## config.mk

```make
export PLATFORM = sky130hd
export DESIGN_NAME = i2c_tmo_watch
export DESIGN_NICKNAME = d
export VERILOG_FILES = /design/src/rtl/i2c_tmo_pkg.sv /design/src/rtl/i2c_tmo_prescale.sv /design/src/rtl/i2c_tmo_count.sv /design/src/rtl/i2c_tmo_flag.sv /design/src/rtl/i2c_tmo_watch.sv
export SDC_FILE = /design/constraint.sdc
export NUM_CORES = 1
export LEC_CHECK = 0
export BUFFER_PORTS_ARGS = -buffer_cell sky130_fd_sc_hd__buf_2
export CAP_MARGIN = 5
export CORE_MARGIN = 3
export CORE_UTILIZATION = 45
export CTS_BUF_LIST = sky130_fd_sc_hd__clkbuf_4 sky130_fd_sc_hd__clkbuf_8
export CTS_CLUSTER_DIAMETER = 80
export DETAILED_ROUTE_END_ITERATION = 6
export MAX_ROUTING_LAYER = met4
export SLEW_MARGIN = 10
export SYNTH_ARGS = -nofsm -noshare
export SYNTH_HDL_FRONTEND = slang
export SYNTH_SLANG_ARGS = --single-unit
export TNS_END_PERCENT = 1
```

## constraint.sdc

```tcl
create_clock -name clk -period 2.27 [get_ports clk]
set_input_delay 0.681 -clock clk [delete_from_list [all_inputs] [get_ports clk]]
set_output_delay 0.681 -clock clk [all_outputs]
set_load 0.02 [all_outputs]
```

## src/rtl/i2c_tmo_pkg.sv

```systemverilog
package i2c_tmo_pkg;
   localparam int unsigned DEF_CNT_W   = 14;
   localparam int unsigned DEF_DIV_EXP = 2;

   // count advance period in clocks for a given rate select
   function automatic int unsigned adv_period(input int unsigned div_exp, input logic slow);
      return slow ? (32'd1 << div_exp) : 32'd1;
   endfunction
endpackage

```

## src/rtl/i2c_tmo_prescale.sv

```systemverilog
module i2c_tmo_prescale #(
   parameter int unsigned DIV_EXP = i2c_tmo_pkg::DEF_DIV_EXP
) (
   input  logic clk,
   input  logic rst_n,
   input  logic run,
   input  logic div_sel,
   output logic adv
);
   generate
      if (DIV_EXP == 0) begin : g_nodiv
         assign adv = run & (div_sel | 1'b1);
      end else begin : g_div
         logic [DIV_EXP-1:0] pre_q;
         always_ff @(posedge clk or negedge rst_n) begin
            if (!rst_n)   pre_q <= '0;
            else if (!run) pre_q <= '0;
            else           pre_q <= pre_q + 1'b1;
         end
         assign adv = run & (div_sel ? (&pre_q) : 1'b1);
      end
   endgenerate
endmodule

```

## src/rtl/i2c_tmo_count.sv

```systemverilog
module i2c_tmo_count #(
   parameter int unsigned CNT_W = i2c_tmo_pkg::DEF_CNT_W
) (
   input  logic             clk,
   input  logic             rst_n,
   input  logic             run,
   input  logic             restart,
   input  logic             adv,
   output logic [CNT_W-1:0] cnt_q,
   output logic             wrap
);
   localparam logic [CNT_W-1:0] TOP = {CNT_W{1'b1}};

   always_ff @(posedge clk or negedge rst_n) begin
      if (!rst_n)               cnt_q <= '0;
      else if (!run || restart) cnt_q <= '0;
      else if (adv)              cnt_q <= cnt_q + 1'b1;
   end

   assign wrap = run & ~restart & adv & (cnt_q == TOP);
endmodule

```

## src/rtl/i2c_tmo_flag.sv

```systemverilog
module i2c_tmo_flag (
   input  logic clk,
   input  logic rst_n,
   input  logic set,
   input  logic clr,
   output logic flag_q
);
   always_ff @(posedge clk or negedge rst_n) begin
      if (!rst_n)    flag_q <= 1'b0;
      else if (set)  flag_q <= 1'b1;
      else if (clr)  flag_q <= 1'b0;
   end
endmodule

```

## src/rtl/i2c_tmo_watch.sv

```systemverilog
module i2c_tmo_watch #(
   parameter int unsigned CNT_W   = i2c_tmo_pkg::DEF_CNT_W,
   parameter int unsigned DIV_EXP = i2c_tmo_pkg::DEF_DIV_EXP
) (
   input  logic clk,
   input  logic rst_n,
   input  logic ctl_en,
   input  logic to_en,
   input  logic div_sel,
   input  logic evt_si,
   input  logic wr_en,
   input  logic wr_data,
   output logic to_flag,
   output logic irq
);
   initial begin : cfg_chk
      assert (CNT_W >= 2 && CNT_W <= 31) else $fatal(1, "CNT_W out of range");
      assert (DIV_EXP <= 8) else $fatal(1, "DIV_EXP out of range");
   end

   logic             run;
   logic             adv;
   logic             wrap;
   logic [CNT_W-1:0] cnt_q;

   assign run = ctl_en & to_en;

   i2c_tmo_prescale #(.DIV_EXP(DIV_EXP)) u_pre (
      .clk(clk), .rst_n(rst_n), .run(run), .div_sel(div_sel), .adv(adv)
   );

   i2c_tmo_count #(.CNT_W(CNT_W)) u_cnt (
      .clk(clk), .rst_n(rst_n), .run(run), .restart(evt_si),
      .adv(adv), .cnt_q(cnt_q), .wrap(wrap)
   );

   i2c_tmo_flag u_flag (
      .clk(clk), .rst_n(rst_n), .set(wrap), .clr(wr_en & wr_data), .flag_q(to_flag)
   );

   assign irq = to_flag;
endmodule

```

==> out/results.ini, run 1 <==
[clocking]
clk_pin_slew_ns=0.10
holdBufCountCts=0
root_buffer=clkbuf_4
numCtsBuffers=3
cts_setup_buffers=0
clkLatencyLatePin_ns=0.29
htreeDepth=1
cts_tree=yes
cts_sinks=17
postCtsResizedCells=0
cts_buffer_depth=2

[worst_setup_path]
required_ns=2.49
timing_worst_setup_path_type=in -> reg
r2r_slack_ns=0.44
rr_endpoint=u_cnt.cnt_q[13]
cpPeakStageDelay_ns=0.54
start_kind=input port
crit_chain=buf_2, nor2b_1, or3_1, or4_1, a21oi_1
ff2ff_path_depth=4
slowest_stage=or4_1
path_buf_inv=1
crit_cells=5
cp_top_family=simple AND/OR/NAND/NOR gates
crit_end=u_cnt.cnt_q[13]
end_kind=flip-flop
r2r-start=u_cnt.cnt_q[2]
crit_path_max_fanout=6
startpoint=div_sel
worstPathArrival_ns=2.10

[power_and_ir_drop]
power_frac_comb_pct=5.7
netSwitchingFraction_pct=23.23
ir_worst_vdd_uv=285.2
clockPowerShare_pct=32.3
seqPwrFrac_pct=62.0
p_leak_uw=0.0004573
p_sw_uw=115.0
p_int_uw=380.2
power.total_uw=495.2
p_per_area_nw_per_um2=504.8

[grt]
grt_pass1_vias=722
track_usage_pct=16.32
grt_pass1_wl_um=3070
grt_start_max_net_pins=18
antenna_found_initial=0
gr-total-overflow=0

[cells_and_area]
fin_nets=115
final_cell_mix=dfrtp_1, nor2_1, nand2_1, buf_2, a21oi_1
layout-drive-gt1-share_pct=18.45
layout_commonest_cell=dfrtp_1
antenna_cells=0
area_growth_pct=12.16
finalNonFillerCells=128

[die]
die_y_um=50.09
row_count=15
core_sq_um=1783
io_pins=10
die_area_sq_um=2509
initial_core_util_pct=49.05
die_x_um=50.09

[run_status]
status=finished, final reports clean

[logic_synthesis]
ys_warn_count=0
ys_seq_area_share_pct=48.64
yosysTopAreaCellShare_pct=48.64
synth_seq_cells=17
synth_cell_types=27
syn_inst=91
synth_area_sq_um=874.6
avgSynthCellArea_sq_um=9.611
synth_area_leaders=dfrtp_1, ha_1, nor2_1, xnor2_1, xor2_1
syn-num-nets=102
synth_top_area_cell=dfrtp_1

[sta]
min_period_over_period_pct=82.87
skew_ns=0.005871
finalHoldViolCount=0
finalSetupTns_ns=0
rsz0062_at_grt=false
fin_ws_ns=0.3889
slew_violations=0
max_freq_mhz=531.6
max_slew.worst_pin.slew_ns=0.3756
relSlewSlack_pct=74.96
setup_violations=0
min_period_ns=1.881

[place]
place_congestion=0.7762
numPortBuffers=9
dpl_worst_slack_ns=0.1013
placedCellCount=124
dpl.hpwl_um=1216

[drt]
postRouteAntennaNets=0
routed_via_density=5.313
firstDrtPassIters=4
remaining_drc_errors=0
highest_layer=met4
dr_wl_met2_um=717
routedWlPerCell_um=13.09
wirelength_met1_um=861
drt_iter0_drc=18
wirelength_um=1675
met3_wirelength_um=83
via_count=680

[min_path]
holdCritPathClass=in -> async

[run]
cap_violations=0

## synthesized netlist by cell type
cell type / count
dfrtp_1: 17
nor2_1: 10
nand2_1: 9
a21oi_1: 6
and3_1: 5
nand3_1: 4
nor4_1: 4
xnor2_1: 4
xor2_1: 4
ha_1: 3
nand4_1: 3
or3_1: 3
clkbuf_1: 2
o21ai_0: 2
o31ai_1: 2
or4_1: 2
a21o_1: 1
a31o_2: 1
and2_1: 1
and3b_1: 1
buf_2: 1
buf_4: 1
inv_1: 1
nand2b_1: 1
nand4_2: 1
nor2b_1: 1
or2_2: 1
## stage by stage
| stage | instance area, sq um | hold slack, ns | utilization (%) |
|---|---|---|---|
| 2_1_floorplan | 874.6 | 0.3854 | - |
| 3_3_place_gp | 953.4 | 0.4337 | 53.47 |
| 3_5_place_dp | 953.4 | 0.4274 | 53.47 |
| 4_1_cts | 980.9 | 0.2953 | 55.02 |
| 5_1_grt | 980.9 | 0.2915 | 55.02 |
| 6_report | 980.9 | 0.2950 | 55.02 |
## state kept, by name, summed over array words and instances, names as in the netlist
signal,flops
u_pre.g_div.pre_q,2
u_flag.flag_q,1
u_cnt.cnt_q,14
## power groups by stage
stage | Combinational (uW) | Sequential, uW | Clock, uW
floorplan | 11.7 | 312 | 0
global placement | 28.8 | 313 | 0
detailed placement | 29.1 | 313 | 0
CTS | 29.4 | 307 | 168
global route | 32.8 | 307 | 184
finish | 28.2 | 307 | 160
## cell type report
class,instances,area (sq um)
inverters,1,3.754
clock buffers,3,22.52
fillers,170,802.0
flip-flops and latches,17,425.4
well taps,25,31.28
repair buffers,12,67.56
multi-input cells,69,425.4
clock inverters,1,5.005
## cells by family (layout without fill, tap and decap cells)
group,after synthesis,after routing,synth area share [%]
and+or+nand+nor,46,46,28.18
buffers and inverters,5,17,2.718
AOI/OAI and AO/OA,12,12,8.155
adders and majority gates,3,3,4.292
DFF,17,17,48.64
xor gates and xnor gates,8,8,8.011
## per-layer routing
metal	track usage (%)	up-vias
met1	20.00	320
met3	5.740	2
met5	-	-
li1	-	344
met2	26.09	14
met4	2.765	0
## how the worst min path moves through the flow
| stage | to | cells past startpoint | slack (ns) |
|---|---|---|---|
| global route | u_cnt.cnt_q[3] | 1 | 0.29 |
| global placement | u_pre.g_div.pre_q[0] | 1 | 0.43 |
| finish | u_cnt.cnt_q[13] | 1 | 0.29 |
| CTS | u_cnt.cnt_q[1] | 1 | 0.30 |
| floorplan | u_cnt.cnt_q[0] | 0 | 0.39 |
| detailed placement | u_pre.g_div.pre_q[0] | 1 | 0.43 |
(Power assumes the default switching activity.)
==> inputs of run 2 (changes only) <==
==> constraint.sdc (replaced) <==
create_clock -name clk -period 1.9 [get_ports clk]
set_input_delay 0.57 -clock clk [delete_from_list [all_inputs] [get_ports clk]]
set_output_delay 0.57 -clock clk [all_outputs]
set_load 0.02 [all_outputs]
==> out/results.ini, run 2 (synthesized netlist as in run 1, its figures left out) <==
[clocking]
cts_sinks=17
root_buffer=clkbuf_4
clkLatencyLatePin_ns=0.29
holdBufCountCts=0
clk_pin_slew_ns=0.10
numCtsBuffers=3
cts_tree=yes
cts_buffer_depth=2
htreeDepth=1

[power_and_ir_drop]
p_per_area_nw_per_um2=604.7
power.total_uw=616.6
ir_worst_vdd_uv=492.1
p_leak_uw=0.0004767

[die]
die_y_um=50.09
row_count=15
initial_core_util_pct=49.05
io_pins=10
core_sq_um=1783
die_x_um=50.09
die_area_sq_um=2509

[drt]
routedWlPerCell_um=13.43
drt_iter0_drc=13
met3_wirelength_um=74
dr_wl_met2_um=790
routed_via_density=5.545
wirelength_um=1773
firstDrtPassIters=4
highest_layer=met4
postRouteAntennaNets=0
remaining_drc_errors=0
wirelength_met1_um=846
via_count=732

[cells_and_area]
antenna_cells=0
final_cell_mix=dfrtp_1, nor2_1, nand2_1, buf_2, buf_4
fin_nets=119
largest_reg_flops=14
layout-drive-gt1-share_pct=23.36
layout_commonest_cell=dfrtp_1
largest_register=u_cnt.cnt_q
nFillCells=160
area_growth_pct=16.60
reg.largest.list=u_cnt.cnt_q (14), u_pre.g_div.pre_q (2), u_flag.flag_q (1)

[worst_setup_path]
cpPeakStageDelay_ns=0.51
ff2ff_path_depth=5
start_kind=flip-flop
crit_path_max_fanout=4
timing_worst_setup_path_type=reg -> reg
required_ns=2.12
worstPathArrival_ns=1.94
end_kind=flip-flop
crit_chain=ha_1, nor2b_1, or3_4, or4_1, a21oi_1
slowest_stage=or4_1

[sta]
rsz0062_at_grt=false
finalHoldViolCount=0
setup_violations=0
min_period_over_period_pct=90.48
max_freq_mhz=581.7
relSlewSlack_pct=73.78
max_slew.worst_pin.slew_ns=0.3932
fin_ws_ns=0.1810
min_period_ns=1.719
holdWs_ns=0.1873
slew_violations=0
skew_ns=0.001206

[place]
dpl_worst_slack_ns=-0.07624
dpl.hpwl_um=1271
numPortBuffers=9
place_congestion=0.8135

[grt]
antenna_found_initial=0
gr-total-overflow=0
track_usage_pct=17.60
grt_start_max_net_pins=18
grt_pass1_vias=720
grt_pass1_wl_um=3236

[min_path]
holdCritPathClass=in -> async

[run]
cap_violations=0

[run_status]
status=finished, final reports clean

## run 2: worst max-delay path: cells and delay by family (launching register included)
family / cells / cell delay (ns)
AO/OA/AOI/OAI: 1 / 0.16
adder cells (fa/ha/maj): 1 / 0.17
flip-flops: 1 / 0.37
AND/OR/NAND/NOR: 3 / 0.96
## run 2: metal layers
layer | track usage, % | up-vias
li1 | - | 352
met1 | 23.57 | 350
met2 | 25.22 | 23
met3 | 2.719 | 7
met4 | 9.677 | 0
met5 | - | -
## run 2: cell type report
class | count | area [sq um] | share of cell area [%]
Clock buffer | 4 | 30.03 | 2.945
Multi-Input combinational cell | 69 | 430.4 | 42.21
Sequential cell | 17 | 426.7 | 41.84
Tap cell | 25 | 31.28 | 3.067
Inverter | 1 | 3.754 | 0.3681
Timing Repair Buffer | 16 | 97.59 | 9.571
## run 2: worst paths after layout
check	from	endpoint	slack (ns)
worst min-delay path	rst_n	u_cnt.cnt_q[13]	0.19
worst max register to register	u_pre.g_div.pre_q[0]	u_cnt.cnt_q[13]	0.18
min in group clk	u_pre.g_div.pre_q[0]	u_pre.g_div.pre_q[0]	0.44
worst min register to register	u_pre.g_div.pre_q[0]	u_pre.g_div.pre_q[0]	0.44
worst max-delay path	u_pre.g_div.pre_q[0]	u_cnt.cnt_q[13]	0.18
max in group asynchronous	rst_n	u_cnt.cnt_q[2]	1.41
## run 2: power by group
part	internal, uW	switching [uW]	leakage [uW]
Sequential	364	2.36	0.000235
Combinational	15.8	24.5	0.000224
Clock	96.0	114	0.0000184
## run 2: what timing repair did
action                     CTS  global route
setup buffers                0             0
setup endpoints to repair    0             1
resized for setup            0             2
## run 2: metrics by stage
step                      cells  TNS (ns)  cell area, sq um  utilization (%)
after floorplan              91         0             874.6                -
after global placement      128  -0.08721             983.4            55.16
after detailed placement    128   -0.2206             983.4            55.16
after CTS                   132         0              1013            56.84
after global routing        132         0              1020            57.19
final                       132         0              1020            57.19
==> inputs of run 3 (changes only) <==
--- a/config.mk
+++ b/config.mk
@@ -5,8 +5,10 @@
 export SDC_FILE = /design/constraint.sdc
 export NUM_CORES = 1
 export LEC_CHECK = 0
+export ABC_AREA = 1
 export BUFFER_PORTS_ARGS = -buffer_cell sky130_fd_sc_hd__buf_2
 export CAP_MARGIN = 5
+export CORE_ASPECT_RATIO = 0.75
 export CORE_MARGIN = 3
 export CORE_UTILIZATION = 45
 export CTS_BUF_LIST = sky130_fd_sc_hd__clkbuf_4 sky130_fd_sc_hd__clkbuf_8
==> out/results.ini, run 3 <==
[run_status]
status=finished, final reports clean

[grt]
track_usage_pct=16.09
met2_usage_pct=21.98
gr-total-overflow=0
use_met1_pct=22.73
gr-max-usage-layer=met1
grt_pass1_vias=704
grt_pass1_wl_um=3180
grt.met3_usage_pct=5.042
antenna_found_initial=0
grt_start_max_net_pins=18

[worst_setup_path]
ff2ff_path_depth=9
crit_cells=1
path_buf_inv=1
required_ns=1.33
timing_worst_setup_path_type=reg -> out
start_kind=flip-flop
cpPeakStageDelay_ns=0.39
worstPathArrival_ns=0.84
crit_chain=buf_2
end_kind=primary output
cp_top_family=flip-flops
slowest_stage=dfrtp_1
crit_path_max_fanout=3

[drt]
firstDrtPassIters=4
routed_via_density=4.895
drt_iter0_drc=24
wirelength_um=1814
postRouteAntennaNets=0
routedWlPerCell_um=11.20
via_count=793
remaining_drc_errors=0

[cells_and_area]
antenna_cells=0
area_growth_pct=9.264
fin_nets=150
reg.largest.list=u_cnt.cnt_q (14), u_pre.g_div.pre_q (2), u_flag.flag_q (1)
layout-drive-gt1-share_pct=22.46
largest_reg_flops=14
finalNonFillerCells=162
layout_commonest_cell=nand2_1
final_cell_mix=nand2_1, inv_1, dfrtp_1
finalCoreUtilization_pct=52.56
largest_register=u_cnt.cnt_q

[logic_synthesis]
synth_top_area_cell=dfrtp_1
syn-num-nets=137
syn_inst=126
synth_cell_types=21
avgSynthCellArea_sq_um=7.825
ys_seq_area_share_pct=43.15
ys.flop_type=dfrtp_1
synth_seq_cells=17
synth_area_leaders=dfrtp_1, nand2_1, inv_1, nor2_1, a21oi_1
ys_warn_count=0
synthTopCellsByCount=nand2_1, inv_1, dfrtp_1
synth_most_common_cell=nand2_1
yosysTopAreaCellShare_pct=43.15
synth_edf_count=0
synth-async-reset-ratio_pct=100.0
synth_area_sq_um=985.9

[clocking]
cts_buffer_depth=2
clkLatencyLatePin_ns=0.29
holdBufCountCts=0
cts_tree=yes
cts_setup_buffers=0
numCtsBuffers=3
htreeDepth=1
clk_pin_slew_ns=0.09
root_buffer=clkbuf_4
postCtsResizedCells=0
cts_sinks=17

[sta]
relSlewSlack_pct=74.84
skew_ns=0.0005514
finalHoldViolCount=0
min_period_over_period_pct=74.37
max_freq_mhz=707.7
finalSetupTns_ns=0
min_period_ns=1.413
max_slew.worst_pin.slew_ns=0.3774
rsz0062_at_grt=false
slew_violations=0
setup_violations=0
holdWs_ns=0.1828

[place]
numPortBuffers=9
place_congestion=0.7995
placedCellCount=158
dpl.hpwl_um=1470

[die]
row_count=14
die_area_sq_um=2794
io_pins=10
core_sq_um=2049
initial_core_util_pct=48.11
die_y_um=46.54
die_x_um=60.05

[power_and_ir_drop]
p_leak_uw=0.0005097
ir_worst_vdd_uv=410.0
p_per_area_nw_per_um2=593.5
power.total_uw=639.3

[min_path]
holdCritPathClass=in -> async

[run]
cap_violations=0

==> run 3: cell count changes after synthesis, sizes merged, moves of 4 or more <==
cell	change
nor3	+4
nor4	-4
nor2	+11
o21ai	+5
xor2	-4
nand2	+25
inv	+18
xnor2	-4
and3	-5
==> run 3: final cells by class <==
type                            count  area, sq um
Clock buffer                        4        30.03
Fill cell                         208        972.2
Inverter                           19        71.32
Multi-Input combinational cell     88        467.9
Sequential cell                    17        425.4
Tap cell                           24        30.03
Timing Repair Buffer               10        52.55
==> run 3: worst paths after layout <==
check | start | end | slack, ns
min | rst_n | u_cnt.cnt_q[0] | 0.18
min reg2reg | u_pre.g_div.pre_q[0] | u_pre.g_div.pre_q[0] | 0.46
min in group clk | u_pre.g_div.pre_q[0] | u_pre.g_div.pre_q[0] | 0.46
max reg2reg | u_cnt.cnt_q[0] | u_cnt.cnt_q[12] | 0.52
max | u_flag.flag_q | to_flag | 0.49
max in group asynchronous | rst_n | u_cnt.cnt_q[6] | 1.45
==> run 3: where the power goes <==
| part | switching (uW) | total [uW] | internal, uW |
|---|---|---|---|
| sequential | 13.8 | 386 | 372 |
| clock | 109 | 205 | 96.0 |
| combinational | 29.8 | 47.8 | 18.0 |
| total | 153 | 639 | 486 |
==> run 3: cell families after synthesis <==
logic type / Yosys count / share of synthesized area (%)
compound gates: 17 / 9.771
flops: 17 / 43.15
buf+inv: 21 / 9.390
fa+ha+maj: 3 / 3.808
simple gates: 68 / 33.88
==> run 3: per-layer routing <==
layer | vias to the layer above | part of all wire (%) | wire, um
met5 | - | 0 | 0
met3 | 2 | 6.4 | 117
li1 | 423 | - | -
met2 | 17 | 41 | 736
met1 | 351 | 52 | 948
met4 | 0 | 0.66 | 12
==> run 3: per-stage QoR <==
stage,worst slack (ns),instance area (sq um)
floorplan,0.5933,985.9
global placement,0.4028,1047
detailed placement,0.3382,1047
CTS,0.4714,1077
global route,0.3829,1077
finish,0.4870,1077
